### src/rtl/wprot_pkg.sv
package wprot_pkg;

  typedef enum logic [2:0] {
    OP_WREN   = 3'd0,
    OP_WRDI   = 3'd1,
    OP_WRSR   = 3'd2,
    OP_PROG   = 3'd3,
    OP_AAI    = 3'd4,
    OP_SERASE = 3'd5,
    OP_BERASE = 3'd6,
    OP_CERASE = 3'd7
  } op_e;

  localparam int ST_BUSY = 0;
  localparam int ST_WEL  = 1;
  localparam int ST_BP0  = 2;
  localparam int ST_BP1  = 3;
  localparam int ST_BSP  = 4;
  localparam int ST_TSP  = 5;
  localparam int ST_AAI  = 6;
  localparam int ST_BPL  = 7;

  // True for every opcode that needs the write-enable latch.
  function automatic logic needs_wel(op_e op);
    return (op != OP_WREN) && (op != OP_WRDI);
  endfunction

endpackage

### src/rtl/wprot_zone.sv
// Range check: block-protect window, sector locks, chip-erase rule.
module wprot_zone #(
  parameter int ADDR_W = 18,
  parameter int SECT_W = 12
) (
  input  logic [1:0]        bp,
  input  logic              tsp,
  input  logic              bsp,
  input  logic              is_ce,
  input  logic [ADDR_W-1:0] lo,
  input  logic [ADDR_W-1:0] hi,
  output logic              veto,
  output logic              at_free_top
);

  localparam logic [ADDR_W:0] FULL = {1'b1, {ADDR_W{1'b0}}};
  localparam logic [ADDR_W:0] SECT = {{ADDR_W{1'b0}}, 1'b1} << SECT_W;
  localparam logic [ADDR_W:0] TOP_BASE = FULL - SECT;

  logic [ADDR_W:0] prot_size;
  logic [ADDR_W:0] prot_base;
  logic [ADDR_W:0] lo_x, hi_x;
  logic            hit_block, hit_top, hit_bot, hit_ce;

  assign lo_x = {1'b0, lo};
  assign hi_x = {1'b0, hi};

  // Protected window grows downward from the top of the array.
  always_comb begin
    case (bp)
      2'b01:   prot_size = FULL >> 2;
      2'b10:   prot_size = FULL >> 1;
      2'b11:   prot_size = FULL;
      default: prot_size = '0;
    endcase
    prot_base = FULL - prot_size;
  end

  assign hit_block = (bp != 2'b00) && (hi_x >= prot_base);
  assign hit_top   = tsp && (hi_x >= TOP_BASE);
  assign hit_bot   = bsp && (lo_x < SECT);
  assign hit_ce    = is_ce && (bp != 2'b00);

  assign veto = hit_block | hit_top | hit_bot | hit_ce;

  // Highest unprotected address reached by the request's upper end.
  assign at_free_top = (bp != 2'b11) && (hi_x == (prot_base - 1'b1));

endmodule

### src/rtl/wprot_lockreg.sv
// Protection bits with pin-qualified lock-down.
module wprot_lockreg (
  input  logic       clk,
  input  logic       rst_n,
  input  logic       wr_en,
  input  logic [1:0] wr_bp,
  input  logic       wr_bpl,
  input  logic       wr_tsp,
  input  logic       wr_bsp,
  input  logic       wp_n,
  output logic [1:0] bp,
  output logic       bpl,
  output logic       tsp,
  output logic       bsp,
  output logic       frozen
);

  // Lock only bites while the pin is held low.
  assign frozen = !wp_n && bpl;

  always_ff @(posedge clk) begin
    if (!rst_n) begin
      bp  <= 2'b11;
      bpl <= 1'b0;
      tsp <= 1'b0;
      bsp <= 1'b0;
    end else if (wr_en && !frozen) begin
      bp  <= wr_bp;
      bpl <= wr_bpl;
      tsp <= wr_tsp;
      bsp <= wr_bsp;
    end
  end

  AST_FROZEN_HOLD: assert property (@(posedge clk) disable iff (!rst_n)
    frozen |=> $stable({bp, bpl, tsp, bsp}));

endmodule

### src/rtl/wprot_seq.sv
// Write-enable latch, AAI mode, busy tracking and decision pulses.
module wprot_seq
  import wprot_pkg::*;
(
  input  logic clk,
  input  logic rst_n,
  input  logic acc,
  input  op_e  op,
  input  logic veto,
  input  logic frozen,
  input  logic at_free_top,
  input  logic op_done,
  output logic wel,
  output logic aai,
  output logic busy,
  output logic go,
  output logic reject,
  output logic sr_commit
);

  logic take_wren, take_wrdi, take_op, bad, good;
  logic pend_wel_clr, pend_aai_end;

  always_comb begin
    take_wren = acc && (op == OP_WREN) && !aai;
    take_wrdi = acc && (op == OP_WRDI);
    take_op   = acc && needs_wel(op) && wel && (!aai || op == OP_AAI);
    bad       = take_op && ((op == OP_WRSR) ? frozen : veto);
    good      = take_op && !bad;
    sr_commit = good && (op == OP_WRSR);
  end

  always_ff @(posedge clk) begin
    if (!rst_n) begin
      wel          <= 1'b0;
      aai          <= 1'b0;
      busy         <= 1'b0;
      go           <= 1'b0;
      reject       <= 1'b0;
      pend_wel_clr <= 1'b0;
      pend_aai_end <= 1'b0;
    end else begin
      go     <= good;
      reject <= bad;
      if (take_wren) wel <= 1'b1;
      if (take_wrdi) begin
        wel <= 1'b0;
        aai <= 1'b0;
      end
      if (good) begin
        busy         <= 1'b1;
        pend_wel_clr <= (op != OP_AAI);
        pend_aai_end <= (op == OP_AAI) && at_free_top;
        if (op == OP_AAI) aai <= 1'b1;
      end
      if (busy && op_done) begin
        busy <= 1'b0;
        if (pend_wel_clr) wel <= 1'b0;
        if (pend_aai_end) begin
          wel <= 1'b0;
          aai <= 1'b0;
        end
      end
    end
  end

  AST_NO_DUAL_PULSE: assert property (@(posedge clk) disable iff (!rst_n)
    !(go && reject));
  AST_GO_BUSY: assert property (@(posedge clk) disable iff (!rst_n)
    go |-> busy);
  AST_REJ_KEEPS_WEL: assert property (@(posedge clk) disable iff (!rst_n)
    reject |-> (wel && !busy));
  AST_NO_WEL_SILENT: assert property (@(posedge clk) disable iff (!rst_n)
    (acc && !wel && needs_wel(op)) |=> (!go && !reject));
  AST_DONE_CLEARS_WEL: assert property (@(posedge clk) disable iff (!rst_n)
    (busy && op_done && pend_wel_clr) |=> !wel);
  AST_AAI_WEL: assert property (@(posedge clk) disable iff (!rst_n)
    aai |-> wel);

endmodule

### src/rtl/wprot_ctrl.sv
module wprot_ctrl
  import wprot_pkg::*;
#(
  parameter int ADDR_W = 18,
  parameter int SECT_W = 12
) (
  input  logic              clk,
  input  logic              rst_n,
  input  logic              cmd_valid,
  output logic              cmd_ready,
  input  logic [2:0]        cmd_op,
  input  logic [ADDR_W-1:0] cmd_lo,
  input  logic [ADDR_W-1:0] cmd_hi,
  input  logic [7:0]        cmd_wdata,
  input  logic              wp_n,
  input  logic              op_done,
  output logic              go,
  output logic              reject,
  output logic [7:0]        status
);

  localparam logic [ADDR_W:0] FULL = {1'b1, {ADDR_W{1'b0}}};
  localparam logic [ADDR_W:0] SECT = {{ADDR_W{1'b0}}, 1'b1} << SECT_W;

  op_e               op;
  logic              acc, is_ce;
  logic [ADDR_W-1:0] eff_lo, eff_hi;
  logic [1:0]        bp;
  logic              bpl, tsp, bsp, frozen;
  logic              veto, at_free_top;
  logic              wel, aai, busy, sr_commit;
  logic              unused_wbits;

  assign op           = op_e'(cmd_op);
  assign acc          = cmd_valid && cmd_ready;
  assign cmd_ready    = !busy;
  assign is_ce        = (op == OP_CERASE);
  assign eff_lo       = is_ce ? '0 : cmd_lo;
  assign eff_hi       = is_ce ? '1 : cmd_hi;
  assign unused_wbits = ^{cmd_wdata[ST_AAI], cmd_wdata[ST_WEL], cmd_wdata[ST_BUSY]};

  wprot_zone #(.ADDR_W(ADDR_W), .SECT_W(SECT_W)) u_zone (
    .bp          (bp),
    .tsp         (tsp),
    .bsp         (bsp),
    .is_ce       (is_ce),
    .lo          (eff_lo),
    .hi          (eff_hi),
    .veto        (veto),
    .at_free_top (at_free_top)
  );

  wprot_lockreg u_lock (
    .clk    (clk),
    .rst_n  (rst_n),
    .wr_en  (sr_commit),
    .wr_bp  ({cmd_wdata[ST_BP1], cmd_wdata[ST_BP0]}),
    .wr_bpl (cmd_wdata[ST_BPL]),
    .wr_tsp (cmd_wdata[ST_TSP]),
    .wr_bsp (cmd_wdata[ST_BSP]),
    .wp_n   (wp_n),
    .bp     (bp),
    .bpl    (bpl),
    .tsp    (tsp),
    .bsp    (bsp),
    .frozen (frozen)
  );

  wprot_seq u_seq (
    .clk         (clk),
    .rst_n       (rst_n),
    .acc         (acc),
    .op          (op),
    .veto        (veto),
    .frozen      (frozen),
    .at_free_top (at_free_top),
    .op_done     (op_done),
    .wel         (wel),
    .aai         (aai),
    .busy        (busy),
    .go          (go),
    .reject      (reject),
    .sr_commit   (sr_commit)
  );

  always_comb begin
    status          = '0;
    status[ST_BUSY] = busy;
    status[ST_WEL]  = wel;
    status[ST_BP0]  = bp[0];
    status[ST_BP1]  = bp[1];
    status[ST_BSP]  = bsp;
    status[ST_TSP]  = tsp;
    status[ST_AAI]  = aai;
    status[ST_BPL]  = bpl;
  end

  AST_CE_NEEDS_OPEN: assert property (@(posedge clk) disable iff (!rst_n)
    (acc && op == OP_CERASE && bp != 2'b00) |=> !go);
  AST_TOP_SECT_LOCK: assert property (@(posedge clk) disable iff (!rst_n)
    (acc && op == OP_PROG && tsp && ({1'b0, cmd_hi} >= FULL - SECT)) |=> !go);
  AST_BOT_SECT_LOCK: assert property (@(posedge clk) disable iff (!rst_n)
    (acc && op == OP_PROG && bsp && ({1'b0, cmd_lo} < SECT)) |=> !go);
  AST_FULL_PROTECT: assert property (@(posedge clk) disable iff (!rst_n)
    (acc && op == OP_PROG && bp == 2'b11) |=> !go);

endmodule

### config.mk
export PLATFORM = sky130hd
export DESIGN_NAME = wprot_ctrl
export DESIGN_NICKNAME = d
export VERILOG_FILES = /design/src/rtl/wprot_pkg.sv /design/src/rtl/wprot_zone.sv /design/src/rtl/wprot_lockreg.sv /design/src/rtl/wprot_seq.sv /design/src/rtl/wprot_ctrl.sv
export SDC_FILE = /design/constraint.sdc
export NUM_CORES = 1
export LEC_CHECK = 0
export ABC_AREA = 1
export ABC_CLOCK_PERIOD_IN_PS = 2200
export BUFFER_PORTS_ARGS = -buffer_cell sky130_fd_sc_hd__buf_2
export CAP_MARGIN = 20
export CORE_AREA = 2 2 51 53
export DETAILED_ROUTE_END_ITERATION = 8
export DIE_AREA = 0 0 53 55
export PLACE_DENSITY = 0.84
export RECOVER_POWER = 100
export SLEW_MARGIN = 25
export SYNTH_ARGS = -nofsm -noshare
export SYNTH_HDL_FRONTEND = slang
export SYNTH_SLANG_ARGS = --single-unit
export TNS_END_PERCENT = 30
### constraint.sdc
create_clock -name clk -period 2.2 [get_ports clk]
set_input_delay 0.11 -clock clk [delete_from_list [all_inputs] [get_ports clk]]
set_output_delay 0.11 -clock clk [all_outputs]
set_load 0.01 [all_outputs]
==> impl_results.md, run 1 <==
- Crit path arrival time: 2.18 ns
- DP Area: between 1000 and 1500 µm²
- Initial antenna violation count: 0
- Number of unique standard cell types used by synthesis: 22
- Routed len/inst: 9.72 µm
- Sequential Area: between 200 and 250 µm²
- First-pass GRT wire length: 3330 µm
- IO buf count: 47
- Dominant cell type by area after synthesis: dfxtp_1
- Root Driver: clkbuf_4
- Net Sw Frac: 0.253
- Die W: between 50 and 60 µm
- CTS Hold Bufs: 0
- Mapped cell area: 935 µm²
- Num CTS Buffers: 3
- Area Overhead vs Synth: 27.3%
- Most frequent cell on the critical path: nand2_1
- Clock Sinks: 12
- Clock share of power: 0.355
- Cell area after layout: about 1200 µm²
- Clock Path Buffers: 2
- Net Count, Synth: between 200 and 250
- Nets: 254
- Hold Path End: u_lock.bp[0]$_SDFFE_PN1P_
- EDFF count, synth: 0
- H-tree depth: 1
- Ys flop type: dfxtp_1
- Sequential area share after synthesis: 0.257
- Crit Path Category: flip-flop to flip-flop
- Row cnt: 18
- Core region area: between 2000 and 2500 µm²
- Die H: ~55 µm
- Vias: between 1000 and 1500
- Commonest cells post-synth: nand2_1, nor2_1, inv_1
- Hold path depth: 3
- Synth Register Bits: 12
- HP Start: cmd_wdata[2]
- GP Congestion: 0.779
- Worst min-delay path class: input port to flip-flop
- Lkg Pwr: 0.606 nW
- Net Switching: 0.000122 W
- Fin. max-slew vios: 0
- WL final: 2180 µm
- IO Count: 63
- Worst Clk Skew: 0.00113 ns
- Clk_lat worst skew: 0.27 ns
- DP Wirelength: approximately 1800 µm
- Critical Path Source Type: flip-flop
- Tcrit/Tclk final: 0.897
- Final setup viols: 0
- Maximum VDD drop: a little over 400 µV
- # Max-Cap Violations: 0
- Critical Path Sink Type: flip-flop
- Drt pass-1 iters: 4
- Crit path required time: 2.41 ns
- Yosys warnings: 0
- Clk slew on worst S/H paths: about 0.070 ns
- CP max stage delay: 0.37 ns
- Internal: about 0.00036 W
- Post-DRT Antenna Nets: 0
- RSZ-0062 raised after global routing: no
- Starting Density: 0.395
- Placed insts: 220
- Cell count after synthesis: 148
- Postcts setup bufs: 0
- Cell breakdown of the critical path: inv_1, ha_1, inv_1, ha_1, a21oi_1, nor2_1, nor2_1, nand2_1, nand2_1, nand2_1, nand2_2, nand3_1, a21oi_2
- Min Clock Period, post-route: 1.97 ns
- Endpoints failing hold: 0
- RR Startpoint: u_lock.bp[1]$_SDFFE_PN1P_
- CP Max Fanout: 5
- Slowest-stage cell, CP: dfxtp_2
- ANT cells: 0
- Fin cells: 224
- # fillers: 265
- Pin count of the biggest net entering global routing: 11
- Avg Cell Area, Syn: 6.32 µm²
- GRT overflow: 0
- Reg2Reg Setup Slack: roughly 0.23 ns
- Most common cell in the netlist: nand2_1
- Achievable Freq: between 500 and 600 MHz
- Setup TNS: 0 ns
- Post-synth top area share: 0.257
- Worst Max-Slew Pin Slew: roughly 0.57 ns
- Layout cell share with drive strength beyond 1: 0.278
- FF-to-FF End: u_seq.pend_aai_end$_SDFFE_PN0N_
- Via density: 4.74
- Status: finished clean
- Total global routing track utilization: 0.153
- R2r worst-path depth: 13
- DRC viols: 0
- Die area: about 3000 µm²
- Ys async rst share: 0
- CTS tree: yes
- Power share of the sequential group: 0.453
- Pwr dens: ~400 nW/µm²
- Footprint of the multi-input gates: around 560 µm²
- Vias in the first global route: 911
- Combinational share of power: 0.192
- Ranking of synthesized cells by area: dfxtp_1, nand2_1, ha_1
- DRT iter0 DRCs: 26
- Slew headroom: 0.621
[timing repair]
action | in CTS | in global routing
hold endpoints to repair | 0 | 0
setup endpoints to repair | 0 | 5
gates resized for setup | 0 | 4
[cell type report]
| cell class | instances | area share |
|---|---|---|
| multi-input combinational | 107 | 0.468 |
| timing repair buffer | 49 | 0.198 |
| sequential | 12 | 0.203 |
| inverter | 22 | 0.0694 |
| tap | 30 | 0.0315 |
| clock buffer | 4 | 0.0305 |
[power groups by stage]
| stage | Sequential, W | Combinational, W | Clock (W) |
|---|---|---|---|
| 2_1_floorplan | 0.000224 | 0.0000454 | 0 |
| 3_3_place_gp | 0.000224 | 0.0000917 | 0 |
| 3_5_place_dp | 0.000224 | 0.0000929 | 0 |
| 4_1_cts | 0.000219 | 0.0000937 | 0.000175 |
| 5_1_grt | 0.000219 | 0.000105 | 0.000183 |
| 6_report | 0.000219 | 0.0000929 | 0.000172 |
[routing by layer]
layer | GRT usage | wire length [µm] | vias to the layer above
met5 | 0 | 0 | -
met4 | 0.0726 | 27 | 0
met3 | 0.0323 | 237 | 6
met2 | 0.269 | 997 | 52
met1 | 0.179 | 915 | 443
li1 | - | - | 560
[registers in the layout, summed over array words and instances (netlist names)]
name and count:
u_lock.bp 2, u_lock.bpl 1, u_lock.bsp 1, u_lock.tsp 1
u_seq.aai 1, u_seq.busy 1, u_seq.go 1, u_seq.pend_aai_end 1
u_seq.pend_wel_clr 1, u_seq.reject 1, u_seq.wel 1
[cell families (layout without fill, tap and decap cells)]
family                   count (synthesis)  after routing  share of synthesized area
adder cells (fa/ha/maj)                  7              7                     0.0937
flip-flops                              12             12                      0.257
AO/OA/AOI/OAI                           19             19                      0.120
buffers and inverters                   29             75                      0.141
AND/OR/NAND/NOR                         81             81                      0.388
[layout by cell type (no fill, tap or decap)]
cell       n
nand3_1   13
nand4_1    2
nor3_1     3
inv_2      2
ha_1       7
nand2_2    2
o211ai_1   1
dfxtp_1   11
a21oi_1   11
inv_1     20
or2_2      1
clkbuf_8   1
buf_4      1
nand2_1   34
o21ai_0    5
clkbuf_4   3
a211oi_2   1
nor3_4     1
dfxtp_2    1
buf_2     38
nor2_2     1
nand3_2    1
a21oi_2    1
nor4_1     1
nor2_1    22
clkbuf_1  10
[worst max-delay path by stage]
stage | from | cells after the start | slack [ns] | endpoint
2_1_floorplan | u_lock.bp[0]$_SDFFE_PN1P_ | 14 | 0.29 | u_seq.pend_aai_end$_SDFFE_PN0N_
3_3_place_gp | u_lock.bp[1]$_SDFFE_PN1P_ | 16 | 0.20 | u_seq.pend_aai_end$_SDFFE_PN0N_
3_5_place_dp | u_lock.bp[1]$_SDFFE_PN1P_ | 14 | 0.15 | u_seq.pend_aai_end$_SDFFE_PN0N_
4_1_cts | u_lock.bp[1]$_SDFFE_PN1P_ | 14 | 0.13 | u_seq.pend_aai_end$_SDFFE_PN0N_
5_1_grt | u_lock.bp[1]$_SDFFE_PN1P_ | 16 | 0.0006 | u_seq.pend_aai_end$_SDFFE_PN0N_
6_report | u_lock.bp[1]$_SDFFE_PN1P_ | 13 | 0.23 | u_seq.pend_aai_end$_SDFFE_PN0N_
[worst max-delay path, delay by kind of cell, from the launching register on]
family          cells  cell delay [ns]
compound gates      2             0.33
fa+ha+maj           2             0.55
buf+inv             2             0.12
flops               1             0.37
simple gates        7             0.54
[per-stage QoR]
stage                     worst slack, ns  total power, W  utilization  hold slack [ns]
after global routing             0.000627        0.000508        0.503            0.102
after detailed placement            0.146        0.000317        0.496            0.361
final                               0.226        0.000484        0.503           0.0814
after global placement              0.195        0.000316        0.496            0.358
after CTS                           0.128        0.000488        0.512           0.0794
after floorplan                     0.289        0.000270            -            0.264
(Power assumes the default switching activity.)
==> run 2, diff against run 1 <==
--- a/config.mk
+++ b/config.mk
@@ -6,14 +6,13 @@
 export NUM_CORES = 1
 export LEC_CHECK = 0
 export ABC_AREA = 1
-export ABC_CLOCK_PERIOD_IN_PS = 2200
+export ABC_CLOCK_PERIOD_IN_PS = 1900
 export BUFFER_PORTS_ARGS = -buffer_cell sky130_fd_sc_hd__buf_2
 export CAP_MARGIN = 20
 export CORE_AREA = 2 2 51 53
 export DETAILED_ROUTE_END_ITERATION = 8
 export DIE_AREA = 0 0 53 55
 export PLACE_DENSITY = 0.84
-export RECOVER_POWER = 100
 export SLEW_MARGIN = 25
 export SYNTH_ARGS = -nofsm -noshare
 export SYNTH_HDL_FRONTEND = slang
==> constraint.sdc (replaced) <==
create_clock -name clk -period 1.9 [get_ports clk]
set_input_delay 0.095 -clock clk [delete_from_list [all_inputs] [get_ports clk]]
set_output_delay 0.095 -clock clk [all_outputs]
set_load 0.01 [all_outputs]
==> impl_results.md, run 2 (synthesized netlist as in run 1, its figures left out) <==
- IO Count: 63 (unchanged)
- Clock Sinks: 12 (unchanged)
- Vias: 1065 (+0.38%)
- Largest Register: u_lock.bp
- Via density: 4.61 (-2.7%)
- # Max-Cap Violations: 0 (unchanged)
- Lkg Pwr: 0.695 nW (+15%)
- Most frequent cells in the layout: buf_2, nand2_1, nor2_1, inv_1, nand3_1
- Crit path arrival time: 2.08 ns (-0.10 ns)
- DRC viols: 0 (unchanged)
- Post-DRT Antenna Nets: 0 (unchanged)
- Clock share of power: 0.353 (-0.002)
- CTS tree: yes
- RSZ-0062 raised after global routing: yes
- GRT overflow: 0 (unchanged)
- Vias in the first global route: 867 (-4.8%)
- Nets: 261 (+2.8%)
- Clock Path Buffers: 2 (unchanged)
- H-tree depth: 1 (unchanged)
- Routed len/inst: 9.91 µm (+2.0%)
- Root Driver: clkbuf_4
- DRT iter0 DRCs: 16 (-38%)
- Pre-CTS setup slack: -0.0268 ns (-0.172 ns)
- Tcrit/Tclk final: 0.978 (+0.0811)
- # fillers: 240 (-9.4%)
- Area Overhead vs Synth: 44.7%
- Post-route setup slack: 0.0411 ns (-0.185 ns)
- Commonest non-fill, non-tap cell in the layout: buf_2
- Num CTS Buffers: 3 (unchanged)
- Row cnt: 18 (unchanged)
- CP max stage delay: 0.35 ns (-0.02 ns)
- Internal: 0.000432 W (+20%)
- Achievable Freq: 538 MHz (+6.2%)
- Fin. max-slew vios: 0 (unchanged)
- Cell breakdown of the critical path: inv_2, ha_4, inv_2, ha_4, nand2_2, inv_2, nand2_2, nor2_1, nand3_1, nand2_1, nand2_1, nand2_2, nand2_4, nand2_4, nand2_2, a21oi_2
- Net Switching: 0.000163 W (+33%)
- Die W: 53 µm (unchanged)
- Worst Clk Skew: 0.00232 ns (+0.00120 ns)
- Max reg flops: 2 (unchanged)
- Clk_lat worst skew: 0.28 ns (about the same)
- Core region area: 2360 µm² (unchanged)
- First-pass GRT wire length: 3330 µm (unchanged)
- IO buf count: 47 (unchanged)
- Power share of the sequential group: 0.427 (-0.026)
- ANT cells: 0 (unchanged)
- CTS Hold Bufs: 0 (unchanged)
- Starting Density: 0.395 (unchanged)
- Combinational share of power: 0.220 (+0.028)
- Critical Path Source Type: flip-flop
- Cell area after layout: 1350 µm² (+14%)
- Most frequent cell on the critical path: nand2_2
- Slowest-stage cell, CP: dfxtp_2
- Net Sw Frac: 0.274 (+0.0204)
- Initial antenna violation count: 0 (unchanged)
- Pwr dens: 440 nW/µm² (+8.1%)
- DP Area: 1220 µm² (+3.9%)
- Die H: 55 µm (unchanged)
- Slew headroom: 0.645 (+0.0244)
- GP Congestion: 0.783 (+0.45%)
- DP Wirelength: 1810 µm (+3.1%)
- Crit Path Category: flip-flop to flip-flop
- Pin count of the biggest net entering global routing: 11 (unchanged)
- Maximum VDD drop: 432 µV (+4.6%)
- Final setup viols: 0 (unchanged)
- Worst Max-Slew Pin Slew: 0.530 ns (-0.0372 ns)
- Clk slew on worst S/H paths: 0.08 ns (about the same)
- Worst min-delay path class: input port to flip-flop
- Critical Path Sink Type: flip-flop
- Endpoints failing hold: 0 (unchanged)
- CP Max Fanout: 5 (unchanged)
- Drt pass-1 iters: 4 (unchanged)
- Crit path required time: 2.13 ns (-0.28 ns)
- Total global routing track utilization: 0.156 (+0.00269)
- Die area: 2920 µm² (unchanged)
- Status: finished clean
- Layout cell share with drive strength beyond 1: 0.438 (+0.159)
- WL final: 2290 µm (+5.1%)
- Min Clock Period, post-route: 1.86 ns (-0.115 ns)
## run 2: changes by cell type in the layout (fill, tap and decap cells not counted), sizes merged
cell / delta
buf: +17
clkbuf: -10
## run 2: final timing paths
check	to	start	depth (start not counted)	slack [ns]
max	u_seq.pend_aai_end$_SDFFE_PN0N_	u_lock.bp[0]$_SDFFE_PN1P_	16	0.04
min	u_lock.bp[0]$_SDFFE_PN1P_	cmd_wdata[2]	3	0.05
max reg2reg	u_seq.pend_aai_end$_SDFFE_PN0N_	u_lock.bp[0]$_SDFFE_PN1P_	16	0.04
min reg2reg	u_lock.bpl$_SDFFE_PN0P_	u_lock.bpl$_SDFFE_PN0P_	2	0.49
## run 2: worst max-delay path: cells and delay by family (launching register included)
kind	cells	cell delay, ns
buffers and inverters	3	0.13
adders and majority gates	2	0.52
DFF	1	0.35
and+or+nand+nor	10	0.67
AOI/OAI and AO/OA	1	0.12
## run 2: final cells by class
cell class / count / area, µm² / area share
clock buffers: 4 / 36.3 / 0.0268
inverters: 22 / 85.1 / 0.0629
repair buffers: 56 / 303 / 0.224
multi-input cells: 107 / 648 / 0.479
well taps: 30 / 37.5 / 0.0278
flip-flops and latches: 12 / 243 / 0.179
## run 2: per-stage QoR
stage	setup TNS [ns]	power, W	utilization	hold slack [ns]	cells
after floorplan	0	0.000312	-	0.249	148
after global placement	-0.00119	0.000373	0.516	0.342	226
after detailed placement	-0.0283	0.000375	0.516	0.352	226
after CTS	0	0.000578	0.533	0.0633	230
after global routing	-0.150	0.000623	0.572	0.0916	231
final	0	0.000594	0.572	0.0549	231
## run 2: timing repair
action	in CTS	in global routing
setup buffers	0	1
hold endpoints to repair	0	0
setup endpoints to repair	4	6
pin swaps	0	9
gates resized for setup	2	21
## run 2: power by group through the flow
stage / registers, W / clock network, W / logic, W
after floorplan: 0.000260 / 0 / 0.0000525
after global placement: 0.000260 / 0 / 0.000114
after detailed placement: 0.000260 / 0 / 0.000115
after CTS: 0.000254 / 0.000207 / 0.000117
after global routing: 0.000254 / 0.000222 / 0.000146
final: 0.000254 / 0.000210 / 0.000131
## run 2: per-layer routing
metal	GRT usage	vias to the layer above	wire length [µm]
met5	0	-	0
met4	0.0897	0	46
met3	0.0323	5	219
met2	0.258	43	1050
met1	0.188	442	975
li1	-	575	-
==> run 3, diff against run 2 <==
--- a/config.mk
+++ b/config.mk
@@ -6,13 +6,13 @@
 export NUM_CORES = 1
 export LEC_CHECK = 0
 export ABC_AREA = 1
-export ABC_CLOCK_PERIOD_IN_PS = 1900
 export BUFFER_PORTS_ARGS = -buffer_cell sky130_fd_sc_hd__buf_2
 export CAP_MARGIN = 20
 export CORE_AREA = 2 2 51 53
 export DETAILED_ROUTE_END_ITERATION = 8
 export DIE_AREA = 0 0 53 55
 export PLACE_DENSITY = 0.84
+export RECOVER_POWER = 50
 export SLEW_MARGIN = 25
 export SYNTH_ARGS = -nofsm -noshare
 export SYNTH_HDL_FRONTEND = slang
==> impl_results.md, run 3 (synthesized netlist as in run 1, its figures left out) <==
- Post-route setup slack: 0.0405 ns (-0.000585 ns)
- Worst min-delay path class: input port to flip-flop
- Total global routing track utilization: 0.156 (unchanged)
- DP Wirelength: 1810 µm (unchanged)
- Row cnt: 18 (unchanged)
- Core region area: 2360 µm² (unchanged)
- Critical Path Sink Type: flip-flop
- Via density: 4.59 (-0.47%)
- Largest Register: u_lock.bp
- Die area: 2920 µm² (unchanged)
- Pre-CTS setup slack: -0.0268 ns (unchanged)
- Die H: 55 µm (unchanged)
- Layout cell share with drive strength beyond 1: 0.403 (-0.0348)
- Placed insts: 226 (unchanged)
- IO buf count: 47 (unchanged)
- Lkg Pwr: 0.665 nW (-4.4%)
- Tcrit/Tclk final: 0.979 (about the same)
- Pwr dens: 442 nW/µm² (+0.51%)
- Nets: 261 (unchanged)
- ANT cells: 0 (unchanged)
- H-tree depth: 1 (unchanged)
- Drt pass-1 iters: 4 (unchanged)
- Initial antenna violation count: 0 (unchanged)
- Most frequent cells in the layout: buf_2, nand2_1, nor2_1, inv_1, nand3_1
- Min Clock Period, post-route: 1.86 ns (+0.000585 ns)
- Endpoints failing hold: 0 (unchanged)
- Clk slew on worst S/H paths: 0.08 ns (about the same)
- Clk_lat worst skew: 0.28 ns (about the same)
- First-pass GRT wire length: 3330 µm (unchanged)
- Commonest non-fill, non-tap cell in the layout: buf_2
- Crit Path Category: flip-flop to flip-flop
- Status: finished clean
- DRC viols: 0 (unchanged)
- GP Congestion: 0.783 (unchanged)
- Max reg flops: 2 (unchanged)
- Crit path arrival time: 2.08 ns (about the same)
- DRT iter0 DRCs: 15 (-1)
- Starting Density: 0.395 (unchanged)
- Area Overhead vs Synth: 43.8%
- CTS tree: yes
- Critical Path Source Type: flip-flop
- Vias: 1060 (-0.47%)
- Crit path required time: 2.13 ns (about the same)
- Clock Path Buffers: 2 (unchanged)
- Fin. max-slew vios: 0 (unchanged)
- Reg2Reg Setup Slack: 0.04 ns (about the same)
- GRT overflow: 0 (unchanged)
- WL final: 2280 µm (-0.26%)
- Fin cells: 231 (unchanged)
- Final setup viols: 0 (unchanged)
- Num CTS Buffers: 3 (unchanged)
- CP Max Fanout: 5 (unchanged)
- Root Driver: clkbuf_4
- Achievable Freq: 538 MHz (about the same)
- Pin count of the biggest net entering global routing: 11 (unchanged)
- IO Count: 63 (unchanged)
- Routed len/inst: 9.89 µm (-0.26%)
- Vias in the first global route: 867 (unchanged)
- Post-DRT Antenna Nets: 0 (unchanged)
- Worst Max-Slew Pin Slew: 0.529 ns (-0.00102 ns)
- Clock Sinks: 12 (unchanged)
- # Max-Cap Violations: 0 (unchanged)
- Worst Clk Skew: 0.00169 ns (-0.000632 ns)
- RSZ-0062 raised after global routing: yes
- Slew headroom: 0.646 (+0.000685)
- Die W: 53 µm (unchanged)
- Maximum VDD drop: 431 µV (-0.10%)
==> run 3: layer usage <==
metal,global-route usage,vias to the layer above,wire length [µm]
met1,0.188,435,971
li1,-,575,-
met5,0,-,0
met3,0.0323,5,224
met4,0.0897,0,46
met2,0.258,45,1040
==> run 3: layout make-up <==
class	instances	area (µm²)
Fill cell	247	1020
Inverter	22	85.1
Clock buffer	4	36.3
Timing Repair Buffer	56	294
Sequential cell	12	243
Multi-Input combinational cell	107	648
Tap cell	30	37.5
==> run 3: power breakdown <==
group	internal [W]	switching (W)
Combinational	0.0000618	0.0000687
Clock	0.000117	0.0000924
Sequential	0.000253	0.00000105
==> run 3: path summary, 6_finish.rpt <==
path / from / to / cells past startpoint
max reg2reg: u_lock.bp[0]$_SDFFE_PN1P_ / u_seq.pend_aai_end$_SDFFE_PN0N_ / 16
max: u_lock.bp[0]$_SDFFE_PN1P_ / u_seq.pend_aai_end$_SDFFE_PN0N_ / 16
min reg2reg: u_lock.bpl$_SDFFE_PN0P_ / u_lock.bpl$_SDFFE_PN0P_ / 2
min: cmd_wdata[2] / u_lock.bp[0]$_SDFFE_PN1P_ / 3
==> run 3: metrics by stage <==
stage	util	hold slack, ns	setup TNS, ns	power [W]	instance area [µm²]
4_1_cts	0.533	0.0633	0	0.000578	1260
3_3_place_gp	0.516	0.342	-0.00119	0.000373	1220
2_1_floorplan	-	0.249	0	0.000312	936
6_report	0.568	0.0556	0	0.000594	1340
3_5_place_dp	0.516	0.352	-0.0283	0.000375	1220
5_1_grt	0.568	0.0916	-0.150	0.000622	1340
==> run 3: timing repair <==
item | in CTS | in global routing
endpoints found under the hold margin | 0 | 0
pin swaps | 0 | 9
setup endpoints to repair | 4 | 6
hold buffers | 0 | 0
resized for setup | 2 | 21
cloned | 0 | 0
setup buffers | 0 | 1
==> run 3: critical path: stages, from the launching register on <==
cell and delay (ns):
dfxtp_2 0.35, inv_2 0.05, ha_4 0.26, inv_2 0.04, ha_4 0.26, nand2_2 0.04, inv_2 0.04, nand2_2 0.03
nor2_1 0.09, nand3_1 0.07, nand2_1 0.07, nand2_1 0.06, nand2_2 0.08, nand2_4 0.08, nand2_4 0.08, nand2_2 0.06
a21oi_2 0.12
